===== config.mk =====
export PLATFORM = sky130hd
export DESIGN_NAME = phase_ring_enum
export DESIGN_NICKNAME = d
export VERILOG_FILES = /design/src/rtl/ring_enum_pkg.sv /design/src/rtl/seek_timer.sv /design/src/rtl/ring_sequencer.sv /design/src/rtl/fault_latch.sv /design/src/rtl/phase_ring_enum.sv
export SDC_FILE = /design/constraint.sdc
export NUM_CORES = 1
export LEC_CHECK = 0
export BUFFER_PORTS_ARGS = -buffer_cell sky130_fd_sc_hd__buf_4
export CELL_PAD_IN_SITES_DETAIL_PLACEMENT = 0
export CELL_PAD_IN_SITES_GLOBAL_PLACEMENT = 1
export CORE_ASPECT_RATIO = 1.1
export CORE_MARGIN = 2
export CORE_UTILIZATION = 25
export DETAILED_ROUTE_END_ITERATION = 8
export HOLD_SLACK_MARGIN = 0.02
export PLACE_DENSITY = 0.57
export SYNTH_ARGS = -nofsm -noshare
export SYNTH_HDL_FRONTEND = slang
export SYNTH_SLANG_ARGS = --single-unit

===== constraint.sdc =====
create_clock -name clk -period 3.5 [get_ports clk]
set_input_delay 0.35 -clock clk [delete_from_list [all_inputs] [get_ports clk]]
set_output_delay 0.35 -clock clk [all_outputs]
set_load 0.01 [all_outputs]

===== src/rtl/ring_enum_pkg.sv =====
package ring_enum_pkg;

  typedef enum logic [1:0] {
    ST_BOOT = 2'd0,
    ST_SEEK = 2'd1,
    ST_RUN  = 2'd2,
    ST_DEAD = 2'd3
  } enum_state_e;

  // A returned lap length is acceptable only between 1 and max_ph
  function automatic logic lap_ok(input int unsigned lap, input int unsigned max_ph);
    return (lap >= 1) && (lap <= max_ph);
  endfunction

  // Next position of the circulating phase pointer, modulo n
  function automatic int unsigned ring_step(input int unsigned ph, input int unsigned n);
    return (ph + 1 >= n) ? 0 : ph + 1;
  endfunction

endpackage


===== src/rtl/seek_timer.sv =====
module seek_timer #(
  parameter int TMR_W   = 6,
  parameter int TIMEOUT = 32
)(
  input  logic             clk,
  input  logic             rst_n,
  input  logic             clear,
  input  logic             count_en,
  output logic [TMR_W-1:0] value,
  output logic             expired
);
  assign expired = (value == TMR_W'(TIMEOUT));

  always_ff @(posedge clk or negedge rst_n) begin
    if (!rst_n)                   value <= '0;
    else if (clear)               value <= '0;
    else if (count_en && !expired) value <= value + TMR_W'(1);
  end
endmodule


===== src/rtl/ring_sequencer.sv =====
module ring_sequencer import ring_enum_pkg::*; #(
  parameter int CNT_W = 5
)(
  input  logic             clk,
  input  logic             rst_n,
  input  logic             start,
  input  logic             active,
  input  logic [CNT_W-1:0] lap_len,
  output logic             launch_next,
  output logic             at_home,
  output logic             armed
);
  logic [CNT_W-1:0] ph;
  logic [CNT_W-1:0] ph_nxt;

  assign ph_nxt      = CNT_W'(ring_step(32'(ph), 32'(lap_len)));
  assign launch_next = (ph_nxt == '0);
  assign at_home     = (ph == '0);

  always_ff @(posedge clk or negedge rst_n) begin
    if (!rst_n) begin
      ph    <= '0;
      armed <= 1'b0;
    end else if (start) begin
      ph    <= '0;
      armed <= 1'b0;
    end else if (active) begin
      ph    <= ph_nxt;
      armed <= armed | (ph == lap_len - CNT_W'(1));
    end
  end
endmodule


===== src/rtl/fault_latch.sv =====
module fault_latch (
  input  logic clk,
  input  logic rst_n,
  input  logic set_i,
  output logic flag_o
);
  always_ff @(posedge clk or negedge rst_n) begin
    if (!rst_n)     flag_o <= 1'b0;
    else if (set_i) flag_o <= 1'b1;
  end
endmodule


===== src/rtl/phase_ring_enum.sv =====
module phase_ring_enum import ring_enum_pkg::*; #(
  parameter int MAX_PHASES = 16,
  parameter int TIMEOUT    = 32
)(
  input  logic                                 clk,
  input  logic                                 rst_n,
  output logic                                 ring_tok_out,
  input  logic                                 ring_tok_in,
  output logic                                 enum_done,
  output logic [$clog2(MAX_PHASES+1)-1:0]      phase_count,
  output logic                                 chain_fault
);
  localparam int CNT_W = $clog2(MAX_PHASES + 1);
  localparam int TMR_W = $clog2(TIMEOUT + 1);

  enum_state_e      st;
  logic [TMR_W-1:0] tmr_val;
  logic             tmr_exp;
  logic             seq_launch;
  logic             seq_home;
  logic             seq_armed;

  // Named internal events, observed by the bound checker
  logic evt_accept;
  logic evt_reject;
  logic evt_timeout;
  logic exp_return;
  logic evt_lap_miss;
  logic tok_d;

  seek_timer #(.TMR_W(TMR_W), .TIMEOUT(TIMEOUT)) u_tmr (
    .clk      (clk),
    .rst_n    (rst_n),
    .clear    (st == ST_BOOT),
    .count_en (st == ST_SEEK),
    .value    (tmr_val),
    .expired  (tmr_exp)
  );

  ring_sequencer #(.CNT_W(CNT_W)) u_seq (
    .clk         (clk),
    .rst_n       (rst_n),
    .start       (evt_accept),
    .active      (st == ST_RUN),
    .lap_len     (phase_count),
    .launch_next (seq_launch),
    .at_home     (seq_home),
    .armed       (seq_armed)
  );

  fault_latch u_flt (
    .clk    (clk),
    .rst_n  (rst_n),
    .set_i  (evt_reject | evt_timeout | evt_lap_miss),
    .flag_o (chain_fault)
  );

  assign evt_accept   = (st == ST_SEEK) && ring_tok_in &&  lap_ok(32'(tmr_val), 32'(MAX_PHASES));
  assign evt_reject   = (st == ST_SEEK) && ring_tok_in && !lap_ok(32'(tmr_val), 32'(MAX_PHASES));
  assign evt_timeout  = (st == ST_SEEK) && !ring_tok_in && tmr_exp;
  assign exp_return   = (st == ST_RUN) && seq_home && seq_armed;
  assign evt_lap_miss = (st == ST_RUN) && (ring_tok_in != exp_return);
  assign enum_done    = (st == ST_RUN);

  always_comb begin
    unique case (st)
      ST_BOOT: tok_d = 1'b1;
      ST_SEEK: tok_d = evt_accept;
      ST_RUN:  tok_d = seq_launch;
      default: tok_d = 1'b0;
    endcase
  end

  always_ff @(posedge clk or negedge rst_n) begin
    if (!rst_n) begin
      st           <= ST_BOOT;
      ring_tok_out <= 1'b0;
      phase_count  <= '0;
    end else begin
      ring_tok_out <= tok_d;
      unique case (st)
        ST_BOOT: st <= ST_SEEK;
        ST_SEEK: begin
          if (evt_accept) begin
            st          <= ST_RUN;
            phase_count <= CNT_W'(tmr_val);
          end else if (evt_reject || evt_timeout) begin
            st <= ST_DEAD;
          end
        end
        ST_RUN:  st <= ST_RUN;
        default: st <= ST_DEAD;
      endcase
    end
  end
endmodule


* Word level (Yosys, flattened, before mapping)
Cells that the tools add are included.
** Word-level totals
- Flip-flop bits (word level) :: 21
- Latch bits :: 0
- Bits in writable memories :: 0
- Bits in read-only memories :: 0
- Input port bits :: 3
- Output and inout port bits :: 8
- Memories kept :: 0
** Cells by class
- Add/subtract/negate cells :: 3
- $mul :: 0
- Div/mod/pow operators :: 0
- Order comparisons :: 3
- Eq/ne operators :: 6
- Shift operators :: 0
- Muxes and demuxes :: 11
- Bitwise gates (word level) :: 3
- Reduce and logical (&&, ||, !) cells :: 20
** Operators by type and width (number)
- $mux 5 :: 3
- $mux 6 :: 2
- $logic_and 1x1->1 :: 10
- $logic_not 5->1 :: 2
- $add 5x1->6 const B :: 1
- $add 6x1->6 const B :: 1
- $eq 6x6->1 const B :: 1
- $ge 6x1->1 const B :: 1
- $ge 6x5->1 :: 1
- $le 6x5->1 const B :: 1
- $pmux 2 s3 :: 1
- $eq 5x5->1 :: 1
- $sub 5x1->5 const B :: 1
- $mux 2 :: 2
- $reduce_bool 2->1 :: 2
- $logic_not 1->1 :: 3
- $ne 3x3->1 const B :: 1
- $or 1x1->1 :: 3
- $pmux 1 s3 :: 1
- $eq 2x1->1 const B :: 1
- $eq 2x2->1 const B :: 1
- $logic_not 2->1 :: 1
- $mux 1 :: 2
- $reduce_and 2->1 :: 1
- 2 further kinds :: 2

* Depth between registers and ports, before layout
- Word-level depth :: 8
- Gate-level depth with buffers :: 10
- Mapped depth without buffers :: 9

* By module
From an unflattened synthesis, not the netlist that was laid out.
** Second synthesis, totals
- Cell total of the unflattened synthesis :: 161
- Area, all modules :: 1482.7 sq um
** By module, submodules not included
- ring_sequencer :: instances 1, cells an instance 78, area an instance 621.8 sq um, seq. area each 150.1 sq um
- phase_ring_enum :: instances 1, cells an instance 41, area an instance 446.7 sq um, seq. area each 200.2 sq um
- seek_timer :: instances 1, cells an instance 40, area an instance 382.9 sq um, seq. area each 150.1 sq um
- fault_latch :: instances 1, cells an instance 2, area an instance 31.3 sq um, seq. area each 25.0 sq um

* Least setup slack after synthesis
OpenSTA, ideal clock, no wires.
- Kind :: reg-to-reg
- Start point :: register u_tmr.value[1]
- End point :: register phase_count[2]
- Arrival time :: 1.963 ns
- Required time :: 3.375 ns
- Path slack :: 1.412 ns
- Stages on the path, launching flop included :: 8
- Buffers on the path :: 0
- Period minus slack after synthesis :: 2.088 ns
- Cells stage by stage :: dfrtp_1 inv_1 ha_1 or4b_1 mux2_2 nor2b_4 nand3_4 mux2_4
** On the way
- Cells in the longest elaborated chain, start to end :: 4
** Ends and longest elaborated chain
- from (decl) :: line seek_timer.sv:9 : output logic [TMR_W-1:0] value,
- from (signal assigned) :: line seek_timer.sv:17 : else if (count_en && !expired) value <= value + TMR_W'(1);
- $ge 6x1->1 / $le 6x5->1 (equally long branches) :: line ring_enum_pkg.sv:12 : return (lap >= 1) && (lap <= max_ph);
- $logic_and 1x1->1 * :: line ring_enum_pkg.sv:12
- $logic_and 1x1->1 * :: line phase_ring_enum.sv:58 : assign evt_accept = (st == ST_SEEK) && ring_tok_in && lap_ok(32'(tmr_val), 32'(MAX_PHASES));
- $reduce_and 2->1 (no source line) *
- to (signal assigned) :: line phase_ring_enum.sv:86 : phase_count <= CNT_W'(tmr_val);
- to (decl) :: line phase_ring_enum.sv:10 : output logic [$clog2(MAX_PHASES+1)-1:0] phase_count,
Mark *: on every way between the ends. The rest lies on a longest branch, timed or not.
A chain may end at the register's enable or synchronous reset.

* Worst setup path after layout
- Start point :: register u_seq.ph[2]
- End point :: register u_seq.ph[4]
** On the way
- Cells in the longest elaborated chain, start to end :: 5
** Ends and longest elaborated chain
- from (decl) :: line ring_sequencer.sv:13 : logic [CNT_W-1:0] ph;
- from (signal assigned) :: line ring_sequencer.sv:28 : ph <= ph_nxt;
- $add 5x1->6 * :: line ring_enum_pkg.sv:17 : return (ph + 1 >= n) ? 0 : ph + 1;
- $ge 6x5->1 :: line ring_enum_pkg.sv:17
- $mux 5 * :: line ring_enum_pkg.sv:17
- $mux 5 * :: line ring_sequencer.sv:27 : end else if (active) begin
- $mux 5 * :: line ring_sequencer.sv:24 : end else if (start) begin
Mark *: on every way between the ends. The rest lies on a longest branch, timed or not. The select of a mux whose other input is x is not followed.

==> key figures <==
Clocking
  • Clk buf depth: 2
  • Clock-pin transition on the worst setup and hold timing paths: 0.08 ns
  • # clock sinks: 21
  • Root buffer cell: clkbuf_8
  • CTS tree: built
  • Skew-Pair Late Insertion Delay: 0.27 ns
  • Post-CTS Resized: 0
  • Num CTS Buffers: 3
  • Cts hold-fix bufs: 1
  • H-tree level count: 1
  • Post-CTS Setup Bufs: 0

Critical path
  • Crit Path Class: reg2reg
  • R2r startpoint: u_seq.ph[2]
  • Flop2flop setup slack: 1.26 ns
  • CP Data Required Time: 3.71 ns
  • Critical path endpoint: u_seq.ph[4]
  • CP Launch Point: u_seq.ph[2]
  • Worst-path fanout max: 9
  • R2R Path End: u_seq.ph[4]
  • Critical path arrival: 2.45 ns
  • Crit end category: flop
  • FF-to-FF path depth: 9
  • Setup crit start kind: flop

STA
  • Slew @ Worst Pin: 0.586 ns
  • Final min period: 2.24 ns
  • RSZ-0062 raised after global routing: false
  • Peak Freq: 446 MHz
  • Period utilization: 64.0%
  • Setup TNS: 0 ns
  • Clk_skew: 0.00723 ns
  • Fin. Hold Viols: 0
  • Final setup violation count: 0
  • Max Slew Vio Count: 0
  • Relative slew margins: 60.9%

Placed design
  • DP HPWL: 2280 µm
  • Port Buffers: 10
  • Inst Count DP: 217
  • Final GP Congestion: 0.802

Global routing
  • Vias in the first global route: 1092
  • First-pass GRT wire length: 5120 µm
  • GR Util All Layers: 11.0%
  • Initial antenna violation count: 0
  • Global route overflow: 0
  • Largest net degree at the start of global routing: 22

Power
  • Worst vdd ir: 0.000231 V
  • Leakage power: 0.000757 µW
  • PD cells: 263 nW/µm²

Floorplan
  • Die height: 82.2 µm
  • Site Rows: 28
  • Die area: 6180 µm²
  • I/O pin cnt: 11
  • Die X: 75.1 µm
  • Core ar.: 5360 µm²
  • Initial Utilization: 26.0%

Hold path
  • Hold crit path type: in2reg
  • Worst Hold Path Cells: 3

Yosys
  • Post-Syn Instances: 138
  • Cell Area, Synth: 1390 µm²
  • Number of library cell types mapped by synthesis: 41
  • Flop and latch count out of synthesis: 21
  • Ys flop type: dfrtp_1
  • Sequential fraction of the synthesis area: 37.8%
  • Yosys warns: 0
  • Post-synth ARST share: 100%
  • Syn nets: 153
  • Syn Area/Cell: 10.1 µm²
  • Post-synth EDFFs: 0

Detailed routing
  • Post-DR vias/cell: 4.68
  • DR vias: 1038
  • DR pass1 iterations: 4
  • Final ANT Viol Nets: 0
  • Drt first-iter violations: 50
  • Post-DR wirelength/cell: 13.5 µm
  • Routed WL: 3000 µm
  • DRC Markers: 0

Layout
  • Fin cells: 222
  • Fin nets: 163
  • N_diodes: 0
  • Share of cells above drive strength 1: 16.3%
  • Most frequent cells in the layout: 21 x dfrtp_1, 12 x inv_1, 12 x ha_1
  • Most common cell after layout, fill and taps aside: dfrtp_1
  • Area growth from synthesis to layout: 13.8%

Flow run
  • Count of maximum capacitance violations: 0

Outcome
  • Status: completed
[worst max-delay path, stage by stage (launching register included)]
cell,delay [ns]
dfrtp_1,0.51
nand3_1,0.17
xor2_1,0.25
inv_1,0.08
ha_1,0.30
a21o_1,0.16
a21oi_1,0.20
o211ai_1,0.18
nor2b_1,0.20
a22o_1,0.14
[kinds of logic (layout without fill, tap and decap cells)]
| kind of cell | after synthesis | count (layout) | synth area share [%] |
|---|---|---|---|
| and+or+nand+nor | 40 | 40 | 17.4 |
| buffers and inverters | 18 | 27 | 5.57 |
| adders and majority gates | 12 | 12 | 10.8 |
| muxes | 7 | 7 | 6.29 |
| AOI/OAI and AO/OA | 31 | 31 | 16.5 |
| DFF | 21 | 21 | 37.8 |
| xor gates and xnor gates | 9 | 9 | 5.67 |
[registers in the layout (all words and copies together) (netlist names)]
signal        flops
u_seq.ph          5
phase_count       5
ring_tok_out      1
st                2
u_flt.flag_o      1
u_tmr.value       6
u_seq.armed       1
[cells in the mapped netlist, types with 2 or more instances]
| library cell | instances | share of area [%] |
|---|---|---|
| dfrtp_1 | 21 | 38 |
| ha_1 | 12 | 11 |
| inv_1 | 12 | 3.2 |
| nand3_1 | 9 | 3.2 |
| o21ai_0 | 7 | 2.5 |
| xor2_1 | 7 | 4.4 |
| a21oi_1 | 6 | 2.2 |
| nand2_1 | 6 | 1.6 |
| a21o_1 | 4 | 2.2 |
| a22o_1 | 4 | 2.5 |
| nor2b_1 | 4 | 1.8 |
| clkbuf_1 | 3 | 0.81 |
| mux2_4 | 3 | 3.2 |
| nor2_1 | 3 | 0.81 |
| nor3_1 | 3 | 1.1 |
| mux2_2 | 2 | 1.6 |
| mux2i_1 | 2 | 1.4 |
| nand2b_1 | 2 | 0.90 |
| nand3b_1 | 2 | 1.1 |
| nand4_1 | 2 | 0.90 |
| nor3b_1 | 2 | 1.1 |
| o211ai_1 | 2 | 1.1 |
| xnor2_1 | 2 | 1.3 |
[through the flow]
step	utilization, %	power (µW)	area [µm²]	setup slack (ns)	hold slack, ns
final	29.6	417	1580	1.26	0.386
after global routing	29.6	437	1580	1.09	0.407
after CTS	29.6	427	1580	1.26	0.387
after detailed placement	28.5	257	1530	1.26	0.261
after global placement	28.5	257	1530	1.28	0.260
after floorplan	-	250	1390	1.41	0.0544
[worst min path at each step]
stage | from | end
3_3_place_gp | rst_n | phase_count[1]
4_1_cts | ring_tok_in | st[1]
6_report | ring_tok_in | st[1]
3_5_place_dp | rst_n | phase_count[4]
5_1_grt | ring_tok_in | st[1]
2_1_floorplan | rst_n | phase_count[0]
[per-layer routing]
metal  up-vias  part of all wire, %  GRT usage (%)
met1       497                   48           14.1
met4         0                  1.3           1.58
met2        24                   46           18.6
li1        511                    -              -
met3         6                  4.4           3.40
met5         -                    0              0
[final cells by class]
cell class / count / area (µm²)
timing repair buffer: 11 / 85.1
sequential: 21 / 526
tap: 75 / 93.8
clock inverter: 1 / 5.00
fill: 566 / 3780
inverter: 12 / 45.0
clock buffer: 3 / 41.3
multi-input combinational: 99 / 788
[where the power goes]
| part | switching, µW | internal (µW) |
|---|---|---|
| Clock | 85.3 | 79.5 |
| Sequential | 0 | 242 |
| Combinational | 7.06 | 2.86 |
No activity file was read; power rests on OpenSTA's default activity.
